File: config.mk
export PLATFORM = sky130hd
export DESIGN_NAME = cs_mesh_router
export DESIGN_NICKNAME = d
export VERILOG_FILES = /design/src/rtl/cs_router_pkg.sv /design/src/rtl/cs_route_decode.sv /design/src/rtl/cs_input_ctrl.sv /design/src/rtl/cs_rr_arbiter.sv /design/src/rtl/cs_crossbar.sv /design/src/rtl/cs_mesh_router.sv
export SDC_FILE = /design/constraint.sdc
export NUM_CORES = 1
export LEC_CHECK = 0
export BUFFER_PORTS_ARGS = -buffer_cell sky130_fd_sc_hd__buf_4
export CORE_MARGIN = 5
export CORE_UTILIZATION = 35
export CTS_BUF_LIST = sky130_fd_sc_hd__clkbuf_4
export DETAILED_ROUTE_END_ITERATION = 7
export GPL_TIMING_DRIVEN = 0
export SYNTH_ARGS = -nofsm -noshare
export SYNTH_HDL_FRONTEND = slang
export SYNTH_SLANG_ARGS = --single-unit
File: constraint.sdc
create_clock -name clk -period 7.45 [get_ports clk]
set_input_delay 0.745 -clock clk [delete_from_list [all_inputs] [get_ports clk]]
set_output_delay 0.745 -clock clk [all_outputs]
set_load 0.02 [all_outputs]
File: src/rtl/cs_router_pkg.sv
package cs_router_pkg;

  localparam int NPORTS = 5;
  localparam int PW     = $clog2(NPORTS);

  // Port numbering is visible at the pins: bit p of every vector is port p.
  typedef enum logic [PW-1:0] {
    P_LOCAL = 3'd0,
    P_NORTH = 3'd1,
    P_EAST  = 3'd2,
    P_SOUTH = 3'd3,
    P_WEST  = 3'd4
  } port_e;

  typedef enum logic [2:0] {
    S_IDLE,
    S_REQUEST,
    S_WAIT_GRANT,
    S_ACTIVE,
    S_RELEASE
  } ctrl_state_e;

endpackage

File: src/rtl/cs_route_decode.sv
module cs_route_decode
  import cs_router_pkg::*;
#(
  parameter int X_W  = 2,
  parameter int Y_W  = 2,
  parameter int MY_X = 0,
  parameter int MY_Y = 0
) (
  input  logic [X_W-1:0] dst_x,
  input  logic [Y_W-1:0] dst_y,
  output port_e          out_port
);

  localparam logic [X_W-1:0] HERE_X = X_W'(MY_X);
  localparam logic [Y_W-1:0] HERE_Y = Y_W'(MY_Y);

  // X first, then Y: no turn from the Y axis back to X, so no cycles.
  always_comb begin
    if (dst_x > HERE_X)      out_port = P_EAST;
    else if (dst_x < HERE_X) out_port = P_WEST;
    else if (dst_y > HERE_Y) out_port = P_NORTH;
    else if (dst_y < HERE_Y) out_port = P_SOUTH;
    else                     out_port = P_LOCAL;
  end

endmodule

File: src/rtl/cs_input_ctrl.sv
module cs_input_ctrl
  import cs_router_pkg::*;
#(
  parameter int X_W  = 2,
  parameter int Y_W  = 2,
  parameter int MY_X = 0,
  parameter int MY_Y = 0
) (
  input  logic               clk,
  input  logic               rst,
  input  logic               req_in,
  input  logic [X_W+Y_W-1:0] addr,
  input  logic [NPORTS-1:0]  grant_in_vec,
  input  logic               win,
  output port_e              sel_port,
  output logic               want,
  output logic               drop,
  output logic               grant_out
);

  ctrl_state_e st, st_nxt;
  port_e       port_q, port_dec;
  logic        grant_q;

  cs_route_decode #(
    .X_W (X_W),
    .Y_W (Y_W),
    .MY_X(MY_X),
    .MY_Y(MY_Y)
  ) u_dec (
    .dst_x   (addr[X_W-1:0]),
    .dst_y   (addr[X_W+Y_W-1:X_W]),
    .out_port(port_dec)
  );

  assign want     = (st == S_REQUEST) && req_in;
  assign sel_port = port_q;

  always_comb begin
    st_nxt = st;
    drop   = 1'b0;
    unique case (st)
      S_IDLE:       if (req_in) st_nxt = S_REQUEST;
      S_REQUEST: begin
        if (!req_in)  st_nxt = S_IDLE;
        else if (win) st_nxt = S_WAIT_GRANT;
      end
      S_WAIT_GRANT: begin
        if (!req_in) begin
          st_nxt = S_RELEASE;
          drop   = 1'b1;
        end else if (grant_in_vec[port_q]) begin
          st_nxt = S_ACTIVE;
        end
      end
      S_ACTIVE: begin
        if (!req_in) begin
          st_nxt = S_RELEASE;
          drop   = 1'b1;
        end
      end
      S_RELEASE:    st_nxt = S_IDLE;
      default:      st_nxt = S_IDLE;
    endcase
  end

  always_ff @(posedge clk) begin
    if (rst) begin
      st      <= S_IDLE;
      port_q  <= P_LOCAL;
      grant_q <= 1'b0;
    end else begin
      st      <= st_nxt;
      grant_q <= (st_nxt == S_ACTIVE);
      if (st == S_IDLE && req_in) port_q <= port_dec;
    end
  end

  assign grant_out = grant_q;

endmodule

File: src/rtl/cs_rr_arbiter.sv
module cs_rr_arbiter #(
  parameter int N  = 5,
  parameter int IW = 3
) (
  input  logic          clk,
  input  logic          rst,
  input  logic [N-1:0]  want,
  input  logic [N-1:0]  drop,
  output logic [N-1:0]  win,
  output logic          own_vld_nxt,
  output logic [IW-1:0] own_idx_nxt
);

  logic          own_vld;
  logic [IW-1:0] own_idx;
  logic [IW-1:0] last;
  logic [IW-1:0] pick;
  logic [IW-1:0] cand;
  logic          found;
  logic          grant_now;

  // Search starts just after the previous winner and wraps around.
  always_comb begin
    found = 1'b0;
    pick  = last;
    cand  = last;
    for (int k = 1; k <= N; k++) begin
      cand = IW'((int'(last) + k) % N);
      if (!found && want[cand]) begin
        found = 1'b1;
        pick  = cand;
      end
    end
  end

  // Release and a new award never share a cycle.
  assign grant_now = !own_vld && found;

  always_comb begin
    win = '0;
    if (grant_now) win[pick] = 1'b1;
  end

  assign own_vld_nxt = own_vld ? !drop[own_idx] : found;
  assign own_idx_nxt = grant_now ? pick : own_idx;

  always_ff @(posedge clk) begin
    if (rst) begin
      own_vld <= 1'b0;
      own_idx <= '0;
      last    <= IW'(N-1);
    end else begin
      own_vld <= own_vld_nxt;
      own_idx <= own_idx_nxt;
      if (grant_now) last <= pick;
    end
  end

endmodule

File: src/rtl/cs_crossbar.sv
module cs_crossbar
  import cs_router_pkg::*;
#(
  parameter int DATA_W = 16
) (
  input  logic              clk,
  input  logic              rst,
  input  logic [DATA_W-1:0] din     [NPORTS],
  input  logic              vld_nxt [NPORTS],
  input  logic [PW-1:0]     idx_nxt [NPORTS],
  output logic              req_q   [NPORTS],
  output logic [DATA_W-1:0] dout_q  [NPORTS]
);

  for (genvar o = 0; o < NPORTS; o++) begin : g_out
    always_ff @(posedge clk) begin
      if (rst) begin
        req_q[o]  <= 1'b0;
        dout_q[o] <= '0;
      end else begin
        req_q[o]  <= vld_nxt[o];
        dout_q[o] <= vld_nxt[o] ? din[idx_nxt[o]] : '0;
      end
    end
  end

endmodule

File: src/rtl/cs_mesh_router.sv
module cs_mesh_router
  import cs_router_pkg::*;
#(
  parameter int X_W    = 2,
  parameter int Y_W    = 2,
  parameter int DATA_W = 16,
  parameter int MY_X   = 0,
  parameter int MY_Y   = 0
) (
  input  logic                     clk,
  input  logic                     rst,
  input  logic [NPORTS-1:0]        req_in,
  input  logic [NPORTS*DATA_W-1:0] data_in,
  output logic [NPORTS-1:0]        grant_out,
  output logic [NPORTS-1:0]        req_out,
  input  logic [NPORTS-1:0]        grant_in,
  output logic [NPORTS*DATA_W-1:0] data_out
);

  localparam int AW = X_W + Y_W;

  logic [DATA_W-1:0] din_a   [NPORTS];
  logic [DATA_W-1:0] dout_a  [NPORTS];
  logic              reqo_a  [NPORTS];
  port_e             sel     [NPORTS];
  logic [NPORTS-1:0] want;
  logic [NPORTS-1:0] drop;
  logic [NPORTS-1:0] want_m  [NPORTS];
  logic [NPORTS-1:0] win_m   [NPORTS];
  logic              vld_nxt [NPORTS];
  logic [PW-1:0]     idx_nxt [NPORTS];

  for (genvar i = 0; i < NPORTS; i++) begin : g_in
    assign din_a[i] = data_in[i*DATA_W +: DATA_W];

    cs_input_ctrl #(
      .X_W (X_W),
      .Y_W (Y_W),
      .MY_X(MY_X),
      .MY_Y(MY_Y)
    ) u_ctrl (
      .clk         (clk),
      .rst         (rst),
      .req_in      (req_in[i]),
      .addr        (din_a[i][AW-1:0]),
      .grant_in_vec(grant_in),
      .win         (win_m[sel[i]][i]),
      .sel_port    (sel[i]),
      .want        (want[i]),
      .drop        (drop[i]),
      .grant_out   (grant_out[i])
    );
  end

  for (genvar o = 0; o < NPORTS; o++) begin : g_arb
    always_comb begin
      for (int i = 0; i < NPORTS; i++) begin
        want_m[o][i] = want[i] && (sel[i] == port_e'(o));
      end
    end

    cs_rr_arbiter #(
      .N (NPORTS),
      .IW(PW)
    ) u_arb (
      .clk        (clk),
      .rst        (rst),
      .want       (want_m[o]),
      .drop       (drop),
      .win        (win_m[o]),
      .own_vld_nxt(vld_nxt[o]),
      .own_idx_nxt(idx_nxt[o])
    );

    assign req_out[o]                   = reqo_a[o];
    assign data_out[o*DATA_W +: DATA_W] = dout_a[o];
  end

  cs_crossbar #(
    .DATA_W(DATA_W)
  ) u_xbar (
    .clk    (clk),
    .rst    (rst),
    .din    (din_a),
    .vld_nxt(vld_nxt),
    .idx_nxt(idx_nxt),
    .req_q  (reqo_a),
    .dout_q (dout_a)
  );

endmodule

==> impl_metrics.toml, run 1 <==
[outcome]
status = "finished, final reports clean"

[logic_synthesis]
synth-seq-area-share_pct = 17.9
synth_top_family_by_area = "compound AO/OA/AOI/OAI gates"
synth_area_leaders = "dfxtp_1, ha_1, mux2i_1"
synthDistinctLibCells = 130
synthMuxAreaShare_pct = 11.8
synth_edf_count = 0
synth_cells = 1896
synth_top_cell_by_area = "dfxtp_1"
synth_compound_area_share_pct = 30.0
syn_avg_cell_area_um2 = 8.18
yosys_most_used_dff = "dfxtp_1"
ys_warn_count = 0
synth_top_area_share_pct = 17.9
ys_ff_latch = 139
syn_nets = 2093
yosys.area_share.simple_pct = 23.2
syn_area_um2 = 15500
synthAdderAreaFrac_pct = 8.63
synth-async-reset-ratio_pct = 0
synth_xor_area_share_pct = 2.53

[sta]
setup_viol = 0
hold_viol = 0
slew_headroom_pct = 18.5
finalMaxSlewViolations = 0
hold_slack_ps = 375
skew_ps = 31.2
final.period_utilization_pct = 94.3
worst_slew_pin_slew_ps = 1220
min_period_ps = 7030
max_freq_mhz = 142
rsz0062_at_grt = "false"

[worst_hold_path]
hold_depth = 2
hold_path_class = "in2reg"
min_from = "req_in[3]"
holdPathEnd = "g_in[3].u_ctrl.st[2]"

[critical_path]
r2r_setup_slack_ps = 420
r2r_start = "g_arb[1].u_arb.last[0]"
arrival_ps = 7520
critPathCaptureType = "register"
rr_worst_depth = 22
r2r_end = "u_xbar.dout_q[57]"
path_class = "reg2reg"
cp_max_fo = 13
start_kind = "register"
required_ps = 7940

[clocking]
clkLatencyLatePin_ps = 590
cts_buffers = 17
cts.htree.levels = 4
clk_pin_slew_worst_paths_ps = 140
cts_tree = "yes"
clock-sinks = 139
clk_path_buf_depth = 2
root_buffer = "clkbuf_4"
cts.hold.buffers_added = 0

[final_layout]
mostFrequentLayoutCells = "buf_4, nor2_1, dfxtp_1"
fill_cells = 4527
drive_above_1_share_pct = 21.4
layout.nets = 2300
final_common_cell = "buf_4"
final_area_um2 = 18100
synthToLayoutAreaGrowth_pct = 17.0

[grt]
grt_pass1_vias = 15647
grt_pass1_wl_um = 89400
antenna_found_initial = 1
grt_max_degree = 17
grt_use_total_pct = 22.9
grt_overflow = 0

[floorplan]
design.portCount = 182
die_h_um = 220
die-area_um2 = 48600
die_w_um = 220
initial_utilization_pct = 35.2
coreArea_um2 = 44000
rows = 77

[detailed_routing]
top_layer_used = "met4"
routed-via-count = 16370
postRouteAntennaNets = 0
met1_length_um = 25700
routedWlPerCell_um = 21.5
routed-wl-met2_um = 26800
drtPass1Iterations = 6
drc_errors = 0
routed_wl_um = 58200
dr_wl_met3_um = 4420
drt-initial-drc-count = 1814
viasPerCell = 6.04

[place]
io_buffers = 180
dpl_cell_area_um2 = 17600
dp_hpwl_um = 44500
place_congestion = 0.983

[flow_run]
timing.max_cap.violations = 0
## how the worst max path moves through the flow
stage | to | from | slack, ps
2_1_floorplan | u_xbar.dout_q[69] | g_arb[0].u_arb.last[0] | 1420
3_3_place_gp | u_xbar.dout_q[77] | g_arb[0].u_arb.last[0] | -380
3_5_place_dp | u_xbar.dout_q[37] | g_arb[2].u_arb.last[0] | -510
4_1_cts | u_xbar.dout_q[57] | g_arb[1].u_arb.last[0] | 10
5_1_grt | u_xbar.dout_q[57] | g_arb[1].u_arb.last[0] | 20
6_report | u_xbar.dout_q[57] | g_arb[1].u_arb.last[0] | 420
## per-layer routing
layer	vias to the layer above	global-route usage [%]
met3	87	4.76
li1	7691	-
met2	710	37.6
met5	-	0
met1	7882	30.7
met4	0	5.87
## cell families (layout without fill, tap and decap cells)
group | after synthesis | after routing
fa+ha+maj | 106 | 106
simple gates | 649 | 649
flops | 139 | 139
xor+xnor | 37 | 37
buf+inv | 198 | 418
mux | 159 | 159
other cells | 0 | 1
compound gates | 608 | 608
## critical path: stages, from the launching register on
cell	delay (ps)
dfxtp_2	530
inv_1	190
buf_1	380
ha_1	520
clkbuf_2	260
clkbuf_1	350
inv_1	240
ha_1	230
inv_1	50
ha_1	210
nand2b_1	140
a21oi_1	430
a211oi_1	130
a2111oi_0	650
o21ai_0	340
and3_1	300
a221oi_1	400
o22ai_2	210
a21boi_1	220
a31oi_4	450
buf_2	360
nor2_1	90
a211o_1	250
## repair_timing
item / CTS / global route
setup buffers: 0 / 9
gates resized for setup: 9 / 32
setup endpoints to repair: 53 / 78
pin swaps: 1 / 4
## registers in the layout (all words and copies together) (netlist names)
register and count:
g_in.u_ctrl.grant_out 5, g_arb.u_arb.own_vld 5, g_arb.u_arb.last 12, g_in.u_ctrl.sel_port 10, u_xbar.dout_q 80, g_arb.u_arb.own_idx 12, g_in.u_ctrl.st 15
## cells in the mapped netlist (all sizes together), types with 11 or more instances
cell and n:
o211ai 29, a211oi 67, mux2i 115, clkbuf 42, xnor2 34, nor3 62
a31oi 20, dfxtp 139, or2 18, o22ai 44, nor2 160, nor4b 16
nand3 66, o2111ai 12, nor4 14, a221o 17, or3 21, a21o 42
buf 71, ha 103, nand4 18, mux4 16, nor2b 20, nand3b 12
a21oi 86, inv 83, o21ai 81, o31ai 14, a21boi 11, o21a 18
nand2b 33, nand2 101, and2 36, a2111oi 13, and3 16, a211o 34
mux2 28
## metrics by stage
step           setup WS (ps)  util, %  cells  setup TNS [ps]
2_1_floorplan           1420        -   1896               0
3_3_place_gp            -376     40.0   2668           -7180
3_5_place_dp            -508     40.0   2668          -12200
4_1_cts                 11.8     40.8   2699               0
5_1_grt                 22.3     41.2   2709               0
6_report                 423     41.2   2709               0
## cell type report
type / instances / area [um^2] / area share [%]
inverter: 85 / 323 / 1.78
buffer: 112 / 616 / 3.39
tap: 592 / 741 / 4.08
timing repair buffer: 189 / 1430 / 7.89
clock inverter: 15 / 209 / 1.15
multi-input combinational: 1559 / 11900 / 65.6
sequential: 139 / 2790 / 15.3
clock buffer: 17 / 128 / 0.703
antenna: 1 / 2.50 / 0.0138
Power of run 1 is left out: the tool's default activity adds up to more than one toggle a clock period on the data nets, which glitch-free logic cannot reach.
==> run 2: changes to the inputs <==
- CORE_MARGIN: 5 -> 8
==> run 2 against run 1 <==
Against the previous run:
- worst hold slack better by 21 ps
- maximum frequency decreased by 1.3%
- first-iteration DRC count shrank 12%
- register-to-register slack worse by 90 ps
- global-route usage shrank 0.43 points
- setup slack worse by 91 ps
- clock skew grew 18 ps
- die area is 5.5% higher
- sequential cell count stayed put
- routed wire length up 2.5%
- sequential share of layout area grew 0.14 points
- critical path type unchanged
- critical endpoint is now u_xbar.dout_q[21]
==> impl_metrics.toml, run 2 (synthesis gave the netlist of run 1 again) <==
[final_layout]
final_area_um2 = 18000
top_regs = "u_xbar.dout_q (80), g_in.u_ctrl.st (15)"
drive_above_1_share_pct = 21.1
final_common_cell = "buf_4"
layout.nets = 2297
synthToLayoutAreaGrowth_pct = 15.9
top_register = "u_xbar.dout_q"
mostFrequentLayoutCells = "buf_4, nor2_1, dfxtp_1"
largest_reg_flops = 80

[outcome]
status = "finished, final reports clean"

[place]
place_congestion = 0.943
dpl_cell_area_um2 = 17600
dp_hpwl_um = 45800
io_buffers = 180

[sta]
setup_viol = 0
max_freq_mhz = 141
slew_headroom_pct = 26.7
worst_slew_pin_slew_ps = 1100
skew_ps = 48.8
min_period_ps = 7120
finalMaxSlewViolations = 0
final.period_utilization_pct = 95.5
hold_viol = 0

[critical_path]
arrival_ps = 7590
required_ps = 7930
cp_max_fo = 12
path_class = "reg2reg"
r2r_setup_slack_ps = 330
critPathCaptureType = "register"
start_kind = "register"

[detailed_routing]
postRouteAntennaNets = 0
viasPerCell = 6.10
routedWlPerCell_um = 22.0
drt-initial-drc-count = 1604
drc_errors = 0
routed_wl_um = 59600
drtPass1Iterations = 5
routed-via-count = 16514

[floorplan]
die-area_um2 = 51300
design.portCount = 182
initial_utilization_pct = 35.3
coreArea_um2 = 43900
rows = 77
die_h_um = 226
die_w_um = 226

[clocking]
clk_pin_slew_worst_paths_ps = 140
cts_tree = "yes"
cts.htree.levels = 4
clkLatencyLatePin_ps = 580
clk_path_buf_depth = 2
cts_buffers = 17
root_buffer = "clkbuf_4"
clock-sinks = 139

[grt]
grt_pass1_wl_um = 92500
grt_util_met2_pct = 36.8
grt_use_total_pct = 22.4
met3_usage_pct = 4.58
use_met1_pct = 29.1
grt_overflow = 0
grt_max_degree = 17
grt-busiest-layer = "met2"
grt_pass1_vias = 16162
antenna_found_initial = 2

[worst_hold_path]
hold_path_class = "in2reg"

[flow_run]
timing.max_cap.violations = 0
[run 2: repair_timing]
| action | CTS | global route |
|---|---|---|
| setup endpoints to repair | 55 | 79 |
| gates resized for setup | 10 | 30 |
| pin swaps | 1 | 3 |
| buffers inserted | 1 | 5 |
| hold buffers | 0 | 0 |
| hold endpoints to repair | 0 | 0 |
[run 2: area by class of cell]
| class | instances | area (um^2) |
|---|---|---|
| timing repair buffer | 186 | 1400 |
| fill | 4560 | 26000 |
| antenna | 2 | 5.00 |
| tap | 592 | 741 |
| sequential | 139 | 2790 |
| inverter | 85 | 323 |
| clock inverter | 13 | 76.3 |
| buffer | 112 | 614 |
| multi-input combinational | 1559 | 11900 |
| clock buffer | 19 | 143 |
[run 2: critical path: stages (launching register included)]
cell	delay, ps
dfxtp_1	500
buf_2	260
clkbuf_2	280
clkbuf_1	440
inv_1	180
ha_1	520
buf_2	340
inv_1	150
clkbuf_2	280
ha_1	250
inv_1	50
ha_1	220
a211o_1	370
o21a_1	210
o32a_1	270
nor4_4	440
nor2_1	120
a22oi_1	270
and2_1	210
o21a_1	280
or3b_1	180
clkbuf_1	440
buf_2	400
o22ai_1	140
a21o_1	210
[run 2: path summary, 6_finish.rpt]
kind,from,to,depth (start not counted)
max,g_arb[3].u_arb.last[0],u_xbar.dout_q[21],24
min,data_in[77],u_xbar.dout_q[29],2
max reg2reg,g_arb[3].u_arb.last[0],u_xbar.dout_q[21],24
min reg2reg,g_in[3].u_ctrl.st[2],g_in[3].u_ctrl.st[2],1
[run 2: routing by layer]
layer  up-vias  share of wire (%)  wire, um
met5         -                  0         0
met4         0                2.6      1520
met3       111                8.4      5040
met2       755                 46     27300
met1      7969                 43     25800
li1       7679                  -         -
[run 2: per-stage QoR]
step | setup TNS, ps | util [%] | cells | hold WS [ps] | setup WS [ps]
floorplan | 0 | - | 1896 | 459 | 1420
global placement | -7300 | 40.1 | 2668 | 482 | -406
detailed placement | -11770 | 40.1 | 2668 | 506 | -548
CTS | 0 | 40.6 | 2700 | 368 | 20.0
global route | -5.54 | 40.9 | 2707 | 362 | -5.54
finish | 0 | 40.9 | 2707 | 396 | 333
Power of run 2 is left out for the same reason.
